--- src/rtl/wl_pkg.sv ---
package wl_pkg;

  typedef enum logic [1:0] {
    WL_IDLE = 2'd0,
    WL_SCAN = 2'd1,
    WL_REQ  = 2'd2,
    WL_WAIT = 2'd3
  } wl_state_e;

  localparam int LFSR_W = 16;

  function automatic logic [LFSR_W-1:0] lfsr_step(input logic [LFSR_W-1:0] s);
    logic fb;
    fb = s[15] ^ s[13] ^ s[12] ^ s[10];
    return {s[14:0], fb};
  endfunction

endpackage

--- src/rtl/wl_erase_table.sv ---
module wl_erase_table #(
  parameter int BLK_W     = 10,
  parameter int SET_SHIFT = 3,
  localparam int SET_W    = BLK_W - SET_SHIFT,
  localparam int NUM_SETS = 1 << SET_W,
  localparam int FCNT_W   = SET_W + 1
) (
  input  logic                clk,
  input  logic                rst_n,
  input  logic                mark_en,
  input  logic [BLK_W-1:0]    mark_blk,
  input  logic                wipe,
  output logic [NUM_SETS-1:0] flags,
  output logic [FCNT_W-1:0]   fcnt,
  output logic                full
);

  logic [SET_W-1:0] mark_set;
  logic             first_hit;

  assign mark_set  = mark_blk[BLK_W-1:SET_SHIFT];
  assign first_hit = mark_en && !flags[mark_set];

  for (genvar g = 0; g < NUM_SETS; g++) begin : g_flag
    always_ff @(posedge clk or negedge rst_n) begin
      if (!rst_n) begin
        flags[g] <= 1'b0;
      end else if (wipe) begin
        flags[g] <= 1'b0;
      end else if (mark_en && (mark_set == SET_W'(g))) begin
        flags[g] <= 1'b1;
      end
    end
  end

  always_ff @(posedge clk or negedge rst_n) begin
    if (!rst_n) begin
      fcnt <= '0;
    end else if (wipe) begin
      fcnt <= '0;
    end else if (first_hit) begin
      fcnt <= fcnt + 1'b1;
    end
  end

  assign full = (fcnt == FCNT_W'(NUM_SETS));

endmodule

--- src/rtl/wl_ratio_cmp.sv ---
module wl_ratio_cmp #(
  parameter int ECNT_W   = 16,
  parameter int THR_W    = 12,
  parameter int FCNT_W   = 8,
  localparam int PROD_W  = THR_W + FCNT_W,
  localparam int CMP_W   = (ECNT_W > PROD_W) ? ECNT_W : PROD_W
) (
  input  logic              clk,
  input  logic              rst_n,
  input  logic              inc,
  input  logic              wipe,
  input  logic [THR_W-1:0]  thresh,
  input  logic [FCNT_W-1:0] fcnt,
  output logic              trig
);

  logic [ECNT_W-1:0] ecnt;
  logic [CMP_W-1:0]  ecnt_x;
  logic [CMP_W-1:0]  bound;

  // erase count saturates instead of wrapping
  always_ff @(posedge clk or negedge rst_n) begin
    if (!rst_n) begin
      ecnt <= '0;
    end else if (wipe) begin
      ecnt <= '0;
    end else if (inc && (ecnt != '1)) begin
      ecnt <= ecnt + 1'b1;
    end
  end

  // ratio test without a divider: ecnt >= thresh * fcnt
  assign ecnt_x = CMP_W'(ecnt);
  assign bound  = CMP_W'(thresh) * CMP_W'(fcnt);
  assign trig   = (fcnt != '0) && (ecnt_x >= bound);

endmodule

--- src/rtl/wl_lfsr.sv ---
module wl_lfsr #(
  parameter int            MIX_W = 10,
  parameter int            OUT_W = 7,
  parameter logic [15:0]   SEED  = 16'hACE1
) (
  input  logic             clk,
  input  logic             rst_n,
  input  logic             mix_en,
  input  logic [MIX_W-1:0] mix_val,
  output logic [OUT_W-1:0] rnd
);
  import wl_pkg::*;

  logic [LFSR_W-1:0] state;
  logic [LFSR_W-1:0] stepped;
  logic [LFSR_W-1:0] stirred;

  assign stepped = lfsr_step(state);
  assign stirred = mix_en ? (stepped ^ LFSR_W'(mix_val)) : stepped;

  always_ff @(posedge clk or negedge rst_n) begin
    if (!rst_n) begin
      state <= SEED;
    end else if (stirred == '0) begin
      state <= SEED;
    end else begin
      state <= stirred;
    end
  end

  assign rnd = state[OUT_W-1:0];

endmodule

--- src/rtl/wl_scan_ctrl.sv ---
module wl_scan_ctrl #(
  parameter int  SET_W    = 7,
  localparam int NUM_SETS = 1 << SET_W
) (
  input  logic                clk,
  input  logic                rst_n,
  input  logic                trig,
  input  logic                full,
  input  logic [NUM_SETS-1:0] flags,
  input  logic [SET_W-1:0]    rnd,
  output logic                clean_valid,
  input  logic                clean_ready,
  output logic [SET_W-1:0]    clean_set,
  input  logic                gc_done,
  output logic                remap_req,
  output logic [SET_W-1:0]    remap_set
);
  import wl_pkg::*;

  wl_state_e        state;
  logic [SET_W-1:0] scan_ptr;
  logic [SET_W-1:0] pick;

  always_ff @(posedge clk or negedge rst_n) begin
    if (!rst_n) begin
      state     <= WL_IDLE;
      scan_ptr  <= '0;
      pick      <= '0;
      remap_req <= 1'b0;
    end else begin
      remap_req <= 1'b0;
      if (full) begin
        scan_ptr <= rnd;
      end
      unique case (state)
        WL_IDLE: begin
          if (trig && !full) state <= WL_SCAN;
        end
        WL_SCAN: begin
          if (full) begin
            state <= WL_IDLE;
          end else begin
            scan_ptr <= scan_ptr + 1'b1;
            if (!flags[scan_ptr]) begin
              pick  <= scan_ptr;
              state <= WL_REQ;
            end
          end
        end
        WL_REQ: begin
          if (clean_ready) state <= WL_WAIT;
        end
        WL_WAIT: begin
          if (gc_done) begin
            remap_req <= 1'b1;
            state     <= WL_IDLE;
          end
        end
        default: state <= WL_IDLE;
      endcase
    end
  end

  assign clean_valid = (state == WL_REQ);
  assign clean_set   = pick;
  assign remap_set   = pick;

endmodule

--- src/rtl/wear_level_trigger.sv ---
module wear_level_trigger #(
  parameter int          BLK_W     = 10,
  parameter int          SET_SHIFT = 3,
  parameter int          THR_W     = 12,
  parameter int          ECNT_W    = 16,
  parameter logic [15:0] SEED      = 16'hACE1,
  localparam int         SET_W     = BLK_W - SET_SHIFT,
  localparam int         NUM_SETS  = 1 << SET_W,
  localparam int         FCNT_W    = SET_W + 1
) (
  input  logic             clk,
  input  logic             rst_n,
  input  logic [THR_W-1:0] thresh,
  input  logic             erase_valid,
  output logic             erase_ready,
  input  logic [BLK_W-1:0] erase_blk,
  output logic             clean_valid,
  input  logic             clean_ready,
  output logic [SET_W-1:0] clean_set,
  input  logic             gc_done,
  output logic             remap_req,
  output logic [SET_W-1:0] remap_set
);

  logic                take;
  logic [NUM_SETS-1:0] flags;
  logic [FCNT_W-1:0]   fcnt;
  logic                full;
  logic                trig;
  logic [SET_W-1:0]    rnd;

  assign erase_ready = !full;
  assign take        = erase_valid && erase_ready;

  wl_erase_table #(
    .BLK_W(BLK_W), .SET_SHIFT(SET_SHIFT)
  ) u_table (
    .clk(clk), .rst_n(rst_n), .mark_en(take), .mark_blk(erase_blk),
    .wipe(full), .flags(flags), .fcnt(fcnt), .full(full)
  );

  wl_ratio_cmp #(
    .ECNT_W(ECNT_W), .THR_W(THR_W), .FCNT_W(FCNT_W)
  ) u_ratio (
    .clk(clk), .rst_n(rst_n), .inc(take), .wipe(full),
    .thresh(thresh), .fcnt(fcnt), .trig(trig)
  );

  wl_lfsr #(
    .MIX_W(BLK_W), .OUT_W(SET_W), .SEED(SEED)
  ) u_lfsr (
    .clk(clk), .rst_n(rst_n), .mix_en(take), .mix_val(erase_blk), .rnd(rnd)
  );

  wl_scan_ctrl #(
    .SET_W(SET_W)
  ) u_scan (
    .clk(clk), .rst_n(rst_n), .trig(trig), .full(full), .flags(flags),
    .rnd(rnd), .clean_valid(clean_valid), .clean_ready(clean_ready),
    .clean_set(clean_set), .gc_done(gc_done), .remap_req(remap_req),
    .remap_set(remap_set)
  );

endmodule

--- config.mk ---
export PLATFORM = sky130hd
export DESIGN_NAME = wear_level_trigger
export DESIGN_NICKNAME = d
export VERILOG_FILES = /design/src/rtl/wl_pkg.sv /design/src/rtl/wl_erase_table.sv /design/src/rtl/wl_ratio_cmp.sv /design/src/rtl/wl_lfsr.sv /design/src/rtl/wl_scan_ctrl.sv /design/src/rtl/wear_level_trigger.sv
export SDC_FILE = /design/constraint.sdc
export NUM_CORES = 1
export LEC_CHECK = 0
export BUFFER_PORTS_ARGS = -buffer_cell sky130_fd_sc_hd__buf_2
export CORE_AREA = 2 2 170 172
export DETAILED_ROUTE_END_ITERATION = 10
export DIE_AREA = 0 0 172 174
export HOLD_SLACK_MARGIN = 0.05
export PLACE_DENSITY_LB_ADDON = 0.3
export SYNTH_ARGS = -nofsm -noshare
export SYNTH_HDL_FRONTEND = slang
export SYNTH_HIERARCHICAL = 1
export SYNTH_SLANG_ARGS = --single-unit
--- constraint.sdc ---
create_clock -name clk -period 6.8 [get_ports clk]
set_input_delay 1.36 -clock clk [delete_from_list [all_inputs] [get_ports clk]]
set_output_delay 1.36 -clock clk [all_outputs]
set_load 0.02 [all_outputs]
==> impl_results.md <==
* Status: finished clean
* Hold Crit Class: reg -> reg
* Die height at approximately 170 µm
* Worst r2r dst: u_scan/state[0]
* # IOs at 44
* Post-route ant nets at 0
* # Post-CTS Setup Buffers at 0
* Post-route minimum period at 6.29 ns
* Htree depth at 4
* WL/cell at 20.0 µm
* Setup crit start kind: primary input
* FF/Latch Area at around 4600 µm²
* Netlist Area Pre-Place at 13,800 µm²
* Layout fillers at 2,581
* FF+latch count, synth at 185
* RSZ-0062 raised after global routing: false
* Commonest non-fill, non-tap cell in the layout: nor2_1
* Power Dens Cells at 402 nW/µm²
* CTS tree: yes
* # rows at 62
* Post-DP HPWL at between 20 and 30 mm
* Worst setup path endpoint: u_scan/state[0]
* Drt total wl at 36.4 mm
* Overflow after GRT at 0
* Worst hold slack at 0.401 ns
* Ratio of cells with drive above 1 in the final layout at 11.7%
* Fmax at 0.159 GHz
* Slew Limit Fails at 0
* Warnings from Yosys at 6
* Distinct cells, synth at 83
* Fin Clk Skew at ~0.0086 ns
* Ant diodes at 0
* Final #Nets at 1,570
* DRC viols at 0
* Total GRT Usage at 25.4%
* Most frequent cells in the layout: nor2_1 (207), dfrtp_1 (176), a21oi_1 (162)
* Post-CTS Hold Buffers at 0
* Total CTS buffers at 17
* Sum Neg Setup Slack at 0 ns
* CP arrival at 6.64 ns
* Number of vias per cell at 5.98
* Mean area per synthesized cell at between 9 and 10 µm²
* Die area at between 20,000 and 30,000 µm²
* Highest net fanout along the worst path at 8
* FFs w/ async S/R, synth at 100%
* Port Buffers at 43
* Drt first-iter violations at about 1,200
* Initial DRT Pass Iterations at 5
* Power Total at between 5 and 6 mW
* Placeable Area at 28,200 µm²
* Least-Margin Pin Slew at 1.27 ns
* CP Class: in -> reg
* Final setup fails at 0
* Mapped Cells at 1,430
* Endpoints failing hold at 0
* Primary FF master, synth: dfrtp_1
* Flop-to-flop setup slack at about 0.78 ns
* Starting Density at 48.8%
* Reg-to-Reg Start: u_table/fcnt[4]
* Number of global-route vias before repair at 10,842
* Clk Latency, worst-skew pair at 0.44 ns
* Clk root buf: clkbuf_16
* P&R area growth vs syn at 7.25%
* Area occupied by multi-input gates at 8290 µm²
* Worst VDD drop at 0.000207 V
* Die Width at between 150 and 200 µm
* Global-route wire length before repair at slightly below 60 mm
* Worst setup EP type: register
* Initial antenna violation count at 0
* R2R depth at 23
* Crit path launch: thresh[3]
* Worst-path clk slew at approximately 0.07 ns
* Largest net degree at the start of global routing at approximately 110
* Critical Path RT at 7.16 ns
* Seq/Total Area, Yosys at 33.7%
* Resize count post-CTS at 0
* Leak Pwr at 6.97 nW
* MaxCap Viol Count at 0
* Routability cong. at approximately 0.9
* Syn_nets at 1,577
* Fin crit share at 92.5%
* Clock sinks at 185
* DR vias at between 10,000 and 15,000
* CTS Buffer Depth at 2
* Slew headroom at 15.2%
* Post-synth EDFFs at 0
## cells by family (layout without fill, tap and decap cells)
logic type,count (synthesis),in the layout,synth area share [%]
and+or+nand+nor,505,505,17.9
DFF,185,185,33.7
buffers and inverters,192,198,6.26
AOI/OAI and AO/OA,283,283,12.7
xor gates and xnor gates,45,45,2.96
adders and majority gates,120,120,14.2
muxes,100,100,12.4
## registers in the layout (all words and copies together), names as in the netlist, named ones only
register and cells:
u_lfsr/state 16, u_ratio/ecnt 16, u_scan/clean_set 7, u_scan/remap_req 1, u_scan/scan_ptr 6, u_scan/state 1, u_table/fcnt 8, u_table/flags 128
## critical path, stage by stage
cell	delay, ns
buf_2	0.14
and2_1	0.18
fa_1	0.43
fa_1	0.49
inv_1	0.05
fa_1	0.50
fa_1	0.51
inv_1	0.05
ha_1	0.33
o211ai_1	0.23
o21ai_2	0.14
a31oi_4	0.26
o21bai_1	0.09
a21oi_1	0.17
xor2_1	0.09
ha_1	0.31
nand4_1	0.13
a21oi_1	0.17
a211oi_1	0.06
or4b_1	0.53
nor4_2	0.14
a221oi_1	0.10
a31oi_1	0.16
## cells in the mapped netlist (4+ instances only)
library cell    n  area (µm²)
a211oi_1       11        82.6
a21o_1          7        52.6
a21oi_1       162         811
a221oi_1        4        35.0
a22o_1          4        35.0
a31oi_1         7        43.8
and2_1         80         500
and3_1          9        56.3
buf_2          14        70.1
buf_4          17         128
buf_6           6        67.6
clkbuf_1       49         184
dfrtp_1       177        4430
dfstp_2         8         210
fa_1           60        1200
ha_1           60         751
inv_1         102         383
mux2_2         11         124
mux2_4          6        90.1
mux2i_1        35         350
mux4_1         19         499
mux4_2         28         631
nand2_1        78         293
nand2b_1       11        68.8
nand3_1        31         155
nand4_1        13        81.3
nand4b_1        5        43.8
nor2_1        207         777
nor2b_1        21         131
nor3_1         15        75.1
nor4_1          7        43.8
o211ai_1        6        45.0
o21ai_0        28         140
o22ai_1         6        37.5
o31ai_1         8        60.1
or3_1           7        43.8
xnor2_1        30         263
xor2_1         14         123
## worst min path at each step
stage | start | cells after the start | slack (ns) | endpoint
3_5_place_dp | u_lfsr/state[11] | 0 | 0.40 | u_lfsr/state[12]
4_1_cts | u_lfsr/state[11] | 0 | 0.40 | u_lfsr/state[12]
6_report | u_lfsr/state[11] | 0 | 0.40 | u_lfsr/state[12]
5_1_grt | u_lfsr/state[11] | 0 | 0.40 | u_lfsr/state[12]
3_3_place_gp | u_lfsr/state[11] | 0 | 0.39 | u_lfsr/state[12]
2_1_floorplan | u_lfsr/state[14] | 2 | 0.43 | u_lfsr/state[15]
## per-layer routing
layer  global-route usage, %  up-vias  routed length, µm
li1                        -     4928                  -
met3                    5.26       89               2490
met4                    10.4        0               1250
met5                       0        -                  0
met2                    38.5      401              16900
met1                    35.6     5461              15800
## layout make-up
type                            count  area share, %
Clock inverter                      9          0.745
Sequential cell                   185           31.4
Tap cell                          384           3.25
Clock buffer                       23           3.37
Multi-Input combinational cell   1053           56.1
Timing Repair Buffer               64           2.58
Inverter                          102           2.59
## report_power, final
part           switching (mW)  internal, mW
clock network           0.445         0.592
logic                    1.80          1.44
registers               0.343          1.34
## stage by stage
stage / setup WS, ns / std cells / utilization [%] / area, µm²
detailed placement: 0.120 / 1788 / 50.2 / 14200
finish: 0.513 / 1820 / 52.4 / 14800
global route: 0.156 / 1820 / 52.4 / 14800
floorplan: 0.558 / 1430 / - / 13800
global placement: 0.244 / 1788 / 50.2 / 14200
CTS: 0.566 / 1820 / 52.4 / 14800
(Power assumes the default switching activity.)
